==> src/rtl/fu_issue_pkg.sv <==
package fu_issue_pkg;

    localparam int FU_COUNT = 4;

    // Unit selector codes; the numeric value indexes unit_done
    typedef enum logic [1:0] {
        FU_INT  = 2'd0,
        FU_MUL  = 2'd1,
        FU_FADD = 2'd2,
        FU_DIV  = 2'd3
    } fu_sel_e;

    typedef logic [FU_COUNT-1:0] fu_vec_t;

    function automatic int max_of4(input int a, input int b, input int c, input int d);
        int m;
        m = a;
        if (b > m) m = b;
        if (c > m) m = c;
        if (d > m) m = d;
        return m;
    endfunction

endpackage

==> src/rtl/fu_occupancy_timer.sv <==
module fu_occupancy_timer #(
    parameter int CYCLES = 4,
    parameter int CW     = 3
) (
    input  logic clk,
    input  logic rst,
    input  logic start,
    output logic held,
    output logic last
);

    logic [CW-1:0] remain;

    always_ff @(posedge clk) begin
        if (rst) begin
            remain <= '0;
        end else if (start) begin
            remain <= CW'(CYCLES);
        end else if (remain != '0) begin
            remain <= remain - 1'b1;
        end
    end

    // Held until the final execute cycle; the final cycle may accept a new start
    assign held = (remain > CW'(1));
    assign last = (remain == CW'(1)) && !rst;

    // one pulse per occupancy unless immediately restarted
    a_r4_single_pulse: assert property (@(posedge clk) disable iff (rst)
        (last && !start) |=> !last);

    // a held unit stays held or reaches its final cycle
    a_r5_hold_until_last: assert property (@(posedge clk) disable iff (rst)
        held |=> (held || last));

    // a start is only ever granted to a unit that is not held
    a_r5_no_start_while_held: assert property (@(posedge clk) disable iff (rst)
        start |-> !held);

endmodule

==> src/rtl/fu_issue_gate.sv <==
module fu_issue_gate
    import fu_issue_pkg::*;
(
    input  logic    enable,
    input  logic    dec_valid,
    input  fu_sel_e dec_unit,
    input  fu_vec_t held,
    output logic    issue,
    output logic    stall,
    output fu_vec_t start
);

    logic want;
    logic blocked;

    assign want    = enable && dec_valid;
    assign blocked = held[dec_unit];

    assign issue = want && !blocked;
    assign stall = want && blocked;

    always_comb begin
        start = '0;
        if (issue) start[dec_unit] = 1'b1;
    end

endmodule

==> src/rtl/fu_issue_ctrl.sv <==
module fu_issue_ctrl
    import fu_issue_pkg::*;
#(
    parameter int INT_CYCLES  = 1,
    parameter int MUL_CYCLES  = 7,
    parameter int FADD_CYCLES = 4,
    parameter int DIV_CYCLES  = 24
) (
    input  logic       clk,
    input  logic       rst,
    input  logic       dec_valid,
    input  logic [1:0] dec_unit,
    output logic       issue,
    output logic       stall,
    output logic [3:0] unit_done
);

    localparam int MAX_CYCLES = max_of4(INT_CYCLES, MUL_CYCLES, FADD_CYCLES, DIV_CYCLES);
    localparam int CW         = $clog2(MAX_CYCLES + 1);
    localparam int UNIT_CYCLES [FU_COUNT] = '{INT_CYCLES, MUL_CYCLES, FADD_CYCLES, DIV_CYCLES};

    fu_vec_t held;
    fu_vec_t last;
    fu_vec_t start;

    fu_issue_gate u_gate (
        .enable    (!rst),
        .dec_valid (dec_valid),
        .dec_unit  (fu_sel_e'(dec_unit)),
        .held      (held),
        .issue     (issue),
        .stall     (stall),
        .start     (start)
    );

    for (genvar k = 0; k < FU_COUNT; k++) begin : g_unit
        fu_occupancy_timer #(
            .CYCLES (UNIT_CYCLES[k]),
            .CW     (CW)
        ) u_timer (
            .clk   (clk),
            .rst   (rst),
            .start (start[k]),
            .held  (held[k]),
            .last  (last[k])
        );
    end

    assign unit_done = last;

    // quiet outputs during reset
    a_r1_reset_quiet: assert property (@(posedge clk)
        rst |-> (!issue && !stall && unit_done == 4'b0));

    // issue and stall are mutually exclusive
    a_r3_exclusive: assert property (@(posedge clk) disable iff (rst)
        !(issue && stall));

    // nothing happens without a valid request
    a_r7_idle_request: assert property (@(posedge clk) disable iff (rst)
        !dec_valid |-> (!issue && !stall));

    // a valid request that is not stalled issues
    a_r2_issue_when_free: assert property (@(posedge clk) disable iff (rst)
        (dec_valid && !stall) |-> issue);

    // at most one unit starts per cycle
    a_r6_one_start: assert property (@(posedge clk) disable iff (rst)
        $onehot0(start));

endmodule

==> config.mk <==
export PLATFORM = sky130hd
export DESIGN_NAME = fu_issue_ctrl
export DESIGN_NICKNAME = d
export VERILOG_FILES = /design/src/rtl/fu_issue_pkg.sv /design/src/rtl/fu_occupancy_timer.sv /design/src/rtl/fu_issue_gate.sv /design/src/rtl/fu_issue_ctrl.sv
export SDC_FILE = /design/constraint.sdc
export NUM_CORES = 1
export LEC_CHECK = 0
export BUFFER_PORTS_ARGS = -buffer_cell sky130_fd_sc_hd__buf_2
export CAP_MARGIN = 20
export CORE_MARGIN = 5
export CORE_UTILIZATION = 30
export CTS_CLUSTER_SIZE = 12
export DETAILED_ROUTE_END_ITERATION = 8
export HOLD_SLACK_MARGIN = 0.15
export REMOVE_ABC_BUFFERS = 1
export SLEW_MARGIN = 20
export SYNTH_ARGS = -nofsm -noshare
export SYNTH_HDL_FRONTEND = slang
export SYNTH_SLANG_ARGS = --single-unit
==> constraint.sdc <==
create_clock -name clk -period 4.2 [get_ports clk]
set_clock_uncertainty 0.05 [all_clocks]
set_input_delay 0.42 -clock clk [delete_from_list [all_inputs] [get_ports clk]]
set_output_delay 0.42 -clock clk [all_outputs]
set_load 0.01 [all_outputs]
== After elaboration in Yosys (flattened, before gate mapping) ==
Index checks and enable logic that the tools add are counted.
Word-level totals
  bits in registers: 20
  output and inout bits: 6
  logic and storage cells: 57
Operators by class
  add/sub/neg operators: 4
  magnitude comparators: 6
  equality and inequality tests: 4
  muxes and demuxes: 13
  reduce and logical (&&, ||, !) cells: 22
Operators by type and width (count)
  $eq A5 B1 Y1 const B: 4
  $gt A5 B1 Y1 const B: 4
  $reduce_bool A5 Y1: 4
  $sub A5 B1 Y5 const B: 4
  $mux W3: 4
  $mux W5: 2
  $logic_and A1 B1 Y1: 8
  $reduce_bool A2 Y1: 4
  $reduce_or A2 Y1: 4
  $mux W1: 4
  $mux W4: 1
  $lt A2 B3 Y1 const B: 1
  $bmux W1 S2: 1
  $demux W1 S2: 1
  $ge A2 B1 Y1 const B: 1
  $logic_not A1 Y1: 2

== Depth between registers and ports, before layout ==
Gate-level depths: netlist (run 1).
  word-level depth: 7
  gate-level depth with buffers: 6
  mapped depth without buffers: 6

== By module ==
Synthesis (run 1) repeated with hierarchy kept, for this count alone.
Unflattened totals
  cell total of the unflattened synthesis: 131
  area total of the unflattened synthesis: 1211.2 um^2
Modules (own cells, without submodules)
  fu_occupancy_timer at g_unit[1].u_timer: instances 1, cells an instance 30, area each 292.8 um^2, sequential area each 100.1 um^2
  fu_occupancy_timer at g_unit[2].u_timer: instances 1, cells an instance 30, area each 284.0 um^2, sequential area each 100.1 um^2
  fu_occupancy_timer at g_unit[0].u_timer: instances 1, cells an instance 30, area each 275.3 um^2, sequential area each 100.1 um^2
  fu_occupancy_timer at g_unit[3].u_timer: instances 1, cells an instance 30, area each 274.0 um^2, sequential area each 100.1 um^2
  fu_issue_gate: instances 1, cells an instance 10, area each 81.3 um^2, sequential area each 0.0 um^2
  fu_issue_ctrl: instances 1, cells an instance 1, area each 3.8 um^2, sequential area each 0.0 um^2

== Least setup slack after synthesis (run 1) ==
OpenSTA, ideal clock, no wires.
  path type: reg2out
  start: register g_unit[2].u_timer.remain[1]
  end: output stall
  data arrival time: 1.289 ns
  data required time: 3.730 ns
  slack: 2.441 ns
  stages on the path, launching flop included: 7
  cell sequence: dfxtp_1 inv_1 ha_1 o21ba_2 nor3_2 nor4_1 a31o_1
On the way
  cells in the longest elaborated chain, start to end: 4
Ends and longest elaborated chain
  start, declared: line fu_occupancy_timer.sv:12  | logic [CW-1:0] remain;
  start signal, assigned: line fu_occupancy_timer.sv:18  | remain <= CW'(CYCLES);
  start signal, assigned: line fu_occupancy_timer.sv:20  | remain <= remain - 1'b1;
  $gt A5 B1 Y1: line fu_occupancy_timer.sv:25  | assign held = (remain > CW'(1));
  $bmux W1 S2: line fu_issue_gate.sv:17  | assign blocked = held[dec_unit];
  $mux W1 (not written as such): line fu_issue_gate.sv:17
  $logic_and A1 B1 Y1: line fu_issue_gate.sv:20  | assign stall = want && blocked;
  end, declared: line fu_issue_ctrl.sv:14  | output logic stall,
No other way between the ends. The select of a mux whose other input is x is not followed.

== Final worst setup path (run 1) ==
Same ends and word-level chain as after synthesis.

==> metrics.md, run 1 <==
| Metric | Value |
|---|---|
| RSZ-0062 raised after global routing | `false` |
| Placed insts | `207` |
| Largest area contributor in the netlist | `dfxtp_1` |
| Sequential area share after synthesis | `0.308` |
| Drt total wl | `2330 um` |
| Nets | `177` |
| Setup WS pre-CTS | `2.22 ns` |
| # diodes | `0` |
| Register area | `400 um2` |
| Share of power burned in registers | `0.310` |
| CP arrival | `1.76 ns` |
| Synth Cell Area | `0.00130 mm2` |
| Switching share of power | `0.425` |
| Postcts setup bufs | `0` |
| Switching pwr | `0.504 mW` |
| Final Util | `0.336` |
| Filler cell count | `452` |
| Crit Path Class | `flop to primary output` |
| Area growth, synth to finish | `10.1%` |
| Largest net degree at the start of global routing | `21` |
| DIE WIDTH | `75.8 um` |
| Clk slew on worst S/H paths | `0.07 ns` |
| Gr usage total | `0.0928` |
| Vert. Die Dim | `75.8 um` |
| PD cells | `829 mW/mm2` |
| Worst setup SP type | `flop` |
| Cells along the critical path | `inv_1 -> ha_1 -> o21ba_2 -> nor3_2 -> nor4_1 -> a31o_1 -> buf_2` |
| DR pass1 iterations | `4` |
| Initial core utilization | `0.305` |
| Multi-input gate area | `816 um2` |
| DIE AREA | `0.00575 mm2` |
| Top-level I/O count | `11` |
| PortBufs | `10` |
| Root buf cell | `clkbuf_8` |
| Avg Inst Size Synth | `8.61 um2` |
| Setup crit end kind | `primary output` |
| Max reg flops | `20` |
| Crit path max fanout | `4` |
| Hold slack | `0.426 ns` |
| Clk pwr share | `0.124` |
| Final worst path period need | `2.23 ns` |
| Final Cycle Share | `0.530` |
| Antenna Violating Nets Remaining | `0` |
| Combinational share of power | `0.566` |
| Setup total negative slack | `0 ns` |
| Layout cell share with drive strength beyond 1 | `0.164` |
| Standard-cell rows | `24` |
| Worst Max-Slew Pin Slew | `0.373 ns` |
| Clk buf depth | `2` |
| Post-CTS resize count | `0` |
| CTS sink count | `20` |
| CP required | `3.73 ns` |
| DP Area | `0.00138 mm2` |
| Synth top cells by count | `dfxtp_1 (20), nor2_1 (16), nor3_1 (13), ha_1 (12), inv_1 (12)` |
| Setup ws final | `1.97 ns` |
| Initial antenna violation count | `0` |
| Placer Congestion | `0.713` |
| Cts hold-fix bufs | `0` |
| Most frequent cell after synthesis | `dfxtp_1` |
| Largest cells by area after synthesis | `dfxtp_1 (31%), ha_1 (12%), nor3_1 (5.0%), xnor2_1 (4.7%), nor2_1 (4.6%)` |
| Final instance area | `0.00143 mm2` |
| CTS Buf Count | `3` |
| Total core area | `0.00426 mm2` |
| Worst slew margin | `0.750` |
| Biggest regs | `g_unit.u_timer.remain (20)` |
| Synth Register Bits | `20` |
| Worst vdd ir | `368 uV` |
| Post-Synthesis Cells | `151` |
| Via count | `1020` |
| Max Clk Rate | `449 MHz` |
| CP max stage delay | `0.38 ns` |
| DRC viols | `0` |
| Primary FF master, synth | `dfxtp_1` |
| Distinct cells, synth | `41` |
| Initial DRC Count | `27` |
| Ys Warns | `0` |
| Number of global-route vias before repair | `1002` |
| Slowest CP cell | `dfxtp_1` |
| Critical path's top delay family | `compound AO/OA/AOI/OAI gates` |
| Cell Count, Final, Fillers Out | `211` |
| Largest reg by FF count | `g_unit.u_timer.remain` |
| Total power | `1.19 mW` |
| Post-synth top area share | `0.308` |
| Pleak | `0.622 nW` |
| Number of synthesized flops with an enable pin | `0` |
| Final setup vio count | `0` |
| Avg WL per Cell | `11.0 um` |
| # H-tree levels | `1` |
| Run status | `finished, final reports clean` |
| Clock Latency Late Sink | `0.25 ns` |
| Max_cap viols | `0` |
| Slew Viols, Final | `0` |
| Hold WC Path Type | `input pin to flop` |
| Vias per std cell | `4.83` |
| P_int | `0.682 mW` |
| Final hold viol count | `0` |
| First-pass GRT wire length | `4130 um` |
| Grt total ovfl | `0` |
| HPWL after DPL | `1840 um` |
| CTS tree | `yes` |
| Post-synth ARST share | `0` |
| CP bufs+invs | `2` |
-- worst reg2reg max path: stages (launching register included) --
cell	delay (ns)
dfxtp_1	0.37
inv_1	0.09
ha_1	0.19
o211a_1	0.27
and3_1	0.23
a2111oi_2	0.26
-- per-layer routing --
| layer | vias to the layer above | GRT usage | part of all wire |
|---|---|---|---|
| li1 | 536 | - | - |
| met1 | 472 | 0.106 | 0.48 |
| met2 | 8 | 0.163 | 0.48 |
| met3 | 4 | 0.0224 | 0.022 |
| met4 | 0 | 0.0408 | 0.018 |
| met5 | - | 0 | 0 |
-- worst paths after layout --
| check | start | end | slack [ns] | cells after the start |
|---|---|---|---|---|
| min | dec_unit[1] | g_unit[2].u_timer.remain[2] | 0.43 | 3 |
| min reg2reg | g_unit[2].u_timer.remain[4] | g_unit[2].u_timer.remain[4] | 0.45 | 2 |
| max reg2reg | g_unit[3].u_timer.remain[1] | g_unit[3].u_timer.remain[1] | 2.65 | 5 |
| max | g_unit[2].u_timer.remain[1] | stall | 1.97 | 7 |
-- cells in the final DEF, fill, tap and decap left out, types with 2 or more instances in the layout --
cell	Yosys	final
nor2b_1	2	2
nor2_1	16	16
o21bai_1	2	2
o21ai_0	2	2
xor2_1	4	4
clkbuf_8	0	4
and3_1	4	4
nand2_1	10	10
a21oi_1	8	8
nor3_1	13	13
nor3_2	2	2
o31ai_1	2	2
dfxtp_1	20	20
or3_1	2	2
nand3_1	6	6
ha_1	12	12
xnor2_1	7	7
buf_2	1	10
inv_1	12	12
-- cells by family after synthesis --
logic type,after synthesis,share of synthesized area
AOI/OAI and AO/OA,25,0.154
adders and majority gates,12,0.115
muxes,2,0.0164
DFF,20,0.308
and+or+nand+nor,63,0.268
buffers and inverters,18,0.0645
xor gates and xnor gates,11,0.0741
-- power by group through the flow --
stage	Sequential, mW	Clock (mW)	Combinational, mW
after CTS	0.369	0.155	0.677
after global placement	0.374	0	0.671
final	0.368	0.147	0.671
after floorplan	0.354	0	0.569
after global routing	0.384	0.160	0.767
after detailed placement	0.373	0	0.674
-- cell type report --
class	instances	share of cell area
multi-input combinational	113	0.570
sequential	20	0.280
tap	52	0.0455
clock buffer	4	0.0385
timing repair buffer	10	0.0350
inverter	12	0.0315
(Power assumes the default switching activity.)
==> inputs of run 2 (changes only) <==
Settings changed: ABC_AREA set to 1.
Clock period 4.2 ns to 2.3 ns, I/O delays scaled along.
==> run 2 against run 1 <==
Against the previous run: design area grew 0.18%; clock-buffer cell count is the same; combinational power up 80%; core utilization fell by 0.18 points; wire length is 1.9% lower; synthesized area about the same; sequential share of layout area is essentially flat; clock power rose by 86%; final cell count grew 11%; flip-flop and latch count did not move; synthesized cell count is 15% higher; non-clock buffer count unchanged; largest cell class unchanged; largest power group unchanged.
==> metrics.md, run 2 <==
| Metric | Value |
|---|---|
| Run status | `finished, final reports clean` |
| Gr usage total | `0.0887 (-0.00406)` |
| Worst slew margin | `0.741 (-0.00921)` |
| Met3 GRT Util | `0.0277 (+0.00528)` |
| CP required | `2.02 ns (-1.71 ns)` |
| Number of synthesized flops with an enable pin | `0 (unchanged)` |
| Clk buf depth | `2 (unchanged)` |
| Primary FF master, synth | `dfxtp_1` |
| Share of power burned in registers | `0.302 (-0.008)` |
| Switching pwr | `0.956 mW (+90%)` |
| Worst setup SP type | `flop` |
| Met1 Use GR | `0.107 (+0.000791)` |
| Ys Warns | `0 (unchanged)` |
| Post-synth top area share | `0.308 (about the same)` |
| Largest area contributor in the netlist | `dfxtp_1` |
| Clk pwr share | `0.128 (+0.004)` |
| Max reg flops | `20 (unchanged)` |
| Avg WL per Cell | `9.75 um (-12%)` |
| DP Area | `0.00138 mm2 (+0.18%)` |
| Initial antenna violation count | `0 (unchanged)` |
| Avg Inst Size Synth | `7.52 um2 (-13%)` |
| Clock Latency Late Sink | `0.26 ns (about the same)` |
| CTS Buf Count | `3 (unchanged)` |
| Antenna Violating Nets Remaining | `0 (unchanged)` |
| Total core area | `0.00429 mm2 (+0.70%)` |
| Grt total ovfl | `0 (unchanged)` |
| Most frequent cells in the layout | `nor2_1 (29), inv_1 (25), dfxtp_1 (20)` |
| Worst Max-Slew Pin Slew | `0.387 ns (+0.0137 ns)` |
| Area growth, synth to finish | `10.2% (about the same)` |
| CP arrival | `1.56 ns (-0.20 ns)` |
| Post-CTS resize count | `0 (unchanged)` |
| Biggest regs | `g_unit.u_timer.remain (20)` |
| Combinational share of power | `0.570 (+0.004)` |
| Initial core utilization | `0.303 (-0.00184)` |
| Via count | `1000 (-2.0%)` |
| P_int | `1.17 mW (+71%)` |
| Pleak | `0.704 nW (+13%)` |
| # H-tree levels | `1 (unchanged)` |
| PD cells | `1480 mW/mm2 (+79%)` |
| RSZ-0062 raised after global routing | `false` |
| HPWL after DPL | `1830 um (-0.57%)` |
| Number of global-route vias before repair | `942 (-6.0%)` |
| Synth top cells by count | `nor2_1 (29), inv_1 (25), dfxtp_1 (20), nand3_1 (19), nand2_1 (18)` |
| Largest net degree at the start of global routing | `15 (-29%)` |
| Distinct cells, synth | `22 (-46%)` |
| Switching share of power | `0.450 (+0.0254)` |
| Standard-cell rows | `24 (unchanged)` |
| Vert. Die Dim | `75.9 um (about the same)` |
| Clk slew on worst S/H paths | `0.08 ns (about the same)` |
| Top-level I/O count | `11 (unchanged)` |
| Max Clk Rate | `542 MHz` |
| Crit Path Class | `flop to primary output` |
| # diodes | `0 (unchanged)` |
| Crit path max fanout | `5 (+1)` |
| Nets | `200 (+13%)` |
| Cts hold-fix bufs | `0 (unchanged)` |
| Final worst path period need | `1.84 ns` |
| Hold WC Path Type | `input pin to flop` |
| M2 GR Usage | `0.147 (-0.0152)` |
| DR pass1 iterations | `4 (unchanged)` |
| Placer Congestion | `0.780 (+9.3%)` |
| Post-Synthesis Cells | `173 (+15%)` |
| Root buf cell | `clkbuf_8` |
| Layout cell share with drive strength beyond 1 | `0.176 (+0.0123)` |
| Largest reg by FF count | `g_unit.u_timer.remain` |
| Initial DRC Count | `22 (-19%)` |
| Setup total negative slack | `0 ns (unchanged)` |
| Slew Viols, Final | `0 (unchanged)` |
| Postcts setup bufs | `0 (unchanged)` |
| Vias per std cell | `4.27 (-12%)` |
| Synth Cell Area | `0.00130 mm2 (about the same)` |
| Most frequent cell after synthesis | `nor2_1` |
| Filler cell count | `466 (+3.1%)` |
| DRC viols | `0 (unchanged)` |
| Leading cell type in the layout, fill and taps excluded | `nor2_1` |
| Final instance area | `0.00143 mm2 (+0.18%)` |
| CTS tree | `yes` |
| Final setup vio count | `0 (unchanged)` |
| Setup crit end kind | `primary output` |
| Post-synth ARST share | `0 (unchanged)` |
| Setup ws final | `0.456 ns (-1.52 ns)` |
| Final hold viol count | `0 (unchanged)` |
| DIE WIDTH | `75.9 um (about the same)` |
| Drt total wl | `2280 um (-1.9%)` |
| Worst vdd ir | `620 uV (+69%)` |
| Grt peak-use layer | `met2` |
| Synth Register Bits | `20 (unchanged)` |
| DIE AREA | `0.00575 mm2 (about the same)` |
| Max_cap viols | `0 (unchanged)` |
| Final Cycle Share | `0.802` |
| First-pass GRT wire length | `3930 um (-4.8%)` |
| Largest cells by area after synthesis | `dfxtp_1 (31%), ha_1 (12%), nor2_1 (8.4%), nand3_1 (7.3%), inv_1 (7.2%)` |
| Setup WS pre-CTS | `0.700 ns (-1.52 ns)` |
| PortBufs | `10 (unchanged)` |
| Sequential area share after synthesis | `0.308 (about the same)` |
| CTS sink count | `20 (unchanged)` |
[run 2: cell types whose count changed after synthesis, moves of 5 or more]
cell and change:
inv_1 +13, nand3_1 +13, nor2_1 +13, nor3_1 -11, nand2_1 +8, nand3_2 +7, xnor2_1 -5
[run 2: worst max-delay path: stages, from the launching register on]
cell and delay [ns]:
dfxtp_1 0.33, inv_1 0.08, ha_1 0.19, nand3_1 0.11, nand3_1 0.09, nand2_1 0.13, nor2_4 0.07, nor3_1 0.13
buf_2 0.16
[run 2: cell families after synthesis]
group,after synthesis,share of synthesized area
compound gates,12,0.0538
xor+xnor,10,0.0673
fa+ha+maj,12,0.115
buf+inv,30,0.101
flops,20,0.308
mux,3,0.0231
simple gates,86,0.332
[run 2: final timing paths]
check / startpoint / end / slack, ns / cells past startpoint
worst max-delay path: g_unit[2].u_timer.remain[1] / stall / 0.46 / 8
worst min-delay path: rst / g_unit[3].u_timer.remain[3] / 0.26 / 2
worst max register to register: g_unit[2].u_timer.remain[1] / g_unit[3].u_timer.remain[0] / 0.75 / 9
worst min register to register: g_unit[1].u_timer.remain[1] / g_unit[1].u_timer.remain[1] / 0.49 / 2
[run 2: metrics by stage]
stage | hold slack (ns) | cells | total power, mW | util
6_report | 0.261 | 234 | 2.13 | 0.334
5_1_grt | 0.278 | 234 | 2.37 | 0.334
4_1_cts | 0.256 | 234 | 2.16 | 0.334
3_5_place_dp | 0.463 | 230 | 1.87 | 0.321
3_3_place_gp | 0.455 | 230 | 1.86 | 0.321
2_1_floorplan | 0.242 | 168 | 1.66 | -
[run 2: cell type report]
class | instances | area, um2 | area share
clock buffer | 4 | 55.1 | 0.0384
multi-input combinational | 123 | 769 | 0.537
inverter | 25 | 93.8 | 0.0654
sequential | 20 | 400 | 0.279
tap | 52 | 65.1 | 0.0454
timing repair buffer | 10 | 50.0 | 0.0349
[run 2: power by group through the flow]
stage               clock [mW]  sequential, mW  combinational, mW
CTS                      0.286           0.643               1.23
finish                   0.273           0.642               1.21
floorplan                    0           0.623               1.04
global route             0.299           0.665               1.40
detailed placement           0           0.649               1.22
global placement             0           0.648               1.22
[run 2: per-layer routing]
| metal | part of all wire | vias up |
|---|---|---|
| li1 | - | 562 |
| met2 | 0.46 | 7 |
| met4 | 0.011 | 0 |
| met5 | 0 | - |
| met3 | 0.036 | 2 |
| met1 | 0.49 | 429 |
==> inputs of run 3 (changes only) <==
Settings changed: ABC_AREA 1 to 0.
Clock period 2.3 ns to 1.8 ns, I/O delays scaled along.
==> run 3 against run 2 <==
Against the previous run: non-clock buffer count grew 11; critical path depth shrank 3; flip-flop and latch count did not move; core utilization grew 3.1 points; clock-buffer cell count decreased by 1; the run now ends with negative setup slack left; sequential power is 37% higher; global-route usage grew 1.6 points; register-to-register slack worse by 0.53 ns; final cell count fell by 5.6%; design area increased by 8.6%.
==> metrics.md, run 3 (synthesis gave the netlist of run 1 again) <==
| Metric | Value |
|---|---|
| P_int | `1.73 mW (+48%)` |
| Setup ws final | `-0.0568 ns (-0.513 ns)` |
| CP required | `1.57 ns (-0.45 ns)` |
| Vias per std cell | `4.81 (+12%)` |
| Worst setup SP type | `flop` |
| Layout cell share with drive strength beyond 1 | `0.266 (+0.0904)` |
| Final hold viol count | `0 (unchanged)` |
| Area growth, synth to finish | `19.8%` |
| R2R Path End | `g_unit[2].u_timer.remain[0]` |
| RSZ-0062 raised after global routing | `true` |
| DP Area | `0.00139 mm2 (+0.91%)` |
| Number of global-route vias before repair | `1077 (+14%)` |
| Hold slack | `0.181 ns (-0.0801 ns)` |
| Grt total ovfl | `0 (unchanged)` |
| Drt total wl | `2630 um (+15%)` |
| Hold WC Path Type | `input pin to flop` |
| Max reg flops | `20 (unchanged)` |
| DIE WIDTH | `75.8 um (about the same)` |
| Crit path max fanout | `4 (-1)` |
| Biggest regs | `g_unit.u_timer.remain (20)` |
| Standard-cell rows | `24 (unchanged)` |
| Largest net degree at the start of global routing | `14 (-1)` |
| Combinational share of power | `0.609 (+0.039)` |
| Switching pwr | `1.28 mW (+33%)` |
| Run status | `finished with violations` |
| Cells along the critical path | `or3_4 -> nor3_4 -> nor4_2 -> a31o_1 -> buf_2` |
| Hold wc startpoint | `dec_unit[1]` |
| HPWL after DPL | `1910 um (+4.4%)` |
| Crit Path Class | `flop to primary output` |
| Initial DRC Count | `18 (-18%)` |
| Worst slew margin | `0.732 (-0.00931)` |
| Final Cycle Share | `1.03` |
| Final instance area | `0.00156 mm2 (+8.6%)` |
| Antenna Violating Nets Remaining | `0 (unchanged)` |
| DR pass1 iterations | `4 (unchanged)` |
| Vert. Die Dim | `75.8 um (about the same)` |
| Top-level I/O count | `11 (unchanged)` |
| PortBufs | `10 (unchanged)` |
| Filler cell count | `462 (-0.86%)` |
| Clk buf depth | `2 (unchanged)` |
| # H-tree levels | `1 (unchanged)` |
| WHS Path Cells | `3 (+1)` |
| Placed insts | `209 (-9.1%)` |
| Setup crit end kind | `primary output` |
| Nets | `188 (-6.0%)` |
| RR Startpoint | `g_unit[2].u_timer.remain[2]` |
| Placer Congestion | `0.723 (-7.3%)` |
| Leading cell type in the layout, fill and taps excluded | `nor2_1` |
| Cell Count, Final, Fillers Out | `221 (-5.6%)` |
| CP arrival | `1.63 ns (+0.07 ns)` |
| Register-to-register setup slack | `0.22 ns (-0.53 ns)` |
| Clock Latency Late Sink | `0.26 ns (about the same)` |
| CTS sink count | `20 (unchanged)` |
| Initial antenna violation count | `0 (unchanged)` |
| CP max stage delay | `0.40 ns (+0.07 ns)` |
| Max_cap viols | `0 (unchanged)` |
| Total power | `3.01 mW (+42%)` |
| First-pass GRT wire length | `4620 um (+17%)` |
| Root buf cell | `clkbuf_8` |
| Worst hold path endpoint | `g_unit[2].u_timer.remain[2]` |
| CTS tree | `yes` |
| Final setup vio count | `1 (+1)` |
| Slew Viols, Final | `0 (unchanged)` |
| Length in cells of the worst reg-to-reg path | `4 (-5)` |
| Slowest CP cell | `or3_4` |
| Max Clk Rate | `539 MHz` |
| Multi-input gate area | `862 um2 (+12%)` |
| Most frequent cells in the layout | `nor2_1 (16), dfxtp_1 (15), inv_1 (11), nor3_1 (11), ha_1 (11)` |
| Initial core utilization | `0.305 (+0.00184)` |
| Gr usage total | `0.104 (+0.0157)` |
| PD cells | `1930 mW/mm2 (+30%)` |
| # diodes | `0 (unchanged)` |
| DIE AREA | `0.00575 mm2 (about the same)` |
| CTS Buf Count | `3 (unchanged)` |
| Total core area | `0.00426 mm2 (-0.70%)` |
| First element of the critical path | `g_unit[2].u_timer.remain[2]` |
| Switching share of power | `0.424 (-0.0260)` |
| Register area | `407 um2 (+1.6%)` |
| Share of power burned in registers | `0.293 (-0.009)` |
| Avg WL per Cell | `11.9 um (+22%)` |
| Failing checks | `negative setup slack` |
| Worst vdd ir | `948 uV (+53%)` |
| Pleak | `0.678 nW (-3.7%)` |
| Worst Max-Slew Pin Slew | `0.401 ns (+0.0140 ns)` |
| Clk slew on worst S/H paths | `0.07 ns (about the same)` |
| Final worst path period need | `1.86 ns` |
| Via count | `1062 (+6.2%)` |
| Clk pwr share | `0.099 (-0.029)` |
| Largest reg by FF count | `g_unit.u_timer.remain` |
| DRC viols | `0 (unchanged)` |
==> run 3: changes by cell type in the layout (fill, tap and decap cells not counted), moves of 5 or more <==
cell     change
nor3_1       +9
nor2_1      -13
inv_1       -14
dfxtp_1      -5
buf_4        +9
nand2_1      -8
nand3_1     -13
xnor2_1      +5
nand3_2      -7
dfxtp_2      +5
==> run 3: cell type report <==
type,instances,area share
tap,52,0.0418
inverter,12,0.0289
clock buffer,3,0.0265
multi-input combinational,113,0.553
sequential,20,0.261
timing repair buffer,21,0.0884
==> run 3: worst max path at each step <==
stage               endpoint
CTS                    stall
finish                 stall
detailed placement     stall
floorplan              stall
global placement       stall
global route           stall
==> run 3: metrics by stage <==
stage	utilization	TNS, ns	setup WS, ns
5_1_grt	0.365	-0.230	-0.131
6_report	0.365	-0.0568	-0.0568
2_1_floorplan	-	0	0.281
3_3_place_gp	0.326	0	0.112
4_1_cts	0.360	-0.0361	-0.0289
3_5_place_dp	0.326	0	0.0818
==> run 3: repair_timing <==
| item | CTS | global route |
|---|---|---|
| hold buffers | 2 | 0 |
| endpoints found under the hold margin | 1 | 0 |
| pin swaps | 4 | 2 |
| endpoints found under the setup margin | 2 | 3 |
| gates resized for setup | 11 | 4 |
| buffers inserted | 6 | 1 |
==> run 3: critical path, delay by kind of cell (launching register included) <==
family	cells	cell delay (ns)
AND/OR/NAND/NOR	3	0.71
flip-flops	1	0.34
AO/OA/AOI/OAI	1	0.18
buffers and inverters	1	0.13
==> run 3: per-layer routing <==
layer,global-route usage,wire length (um)
met5,0,0
met4,0.0427,61
met3,0.0224,73
met2,0.176,1280
met1,0.128,1210
==> run 3: power groups by stage <==
stage	combinational [mW]	sequential (mW)	clock [mW]
2_1_floorplan	1.33	0.826	0
3_3_place_gp	1.58	0.870	0
3_5_place_dp	1.59	0.873	0
4_1_cts	1.79	0.869	0.307
5_1_grt	2.08	0.910	0.320
6_report	1.83	0.881	0.297
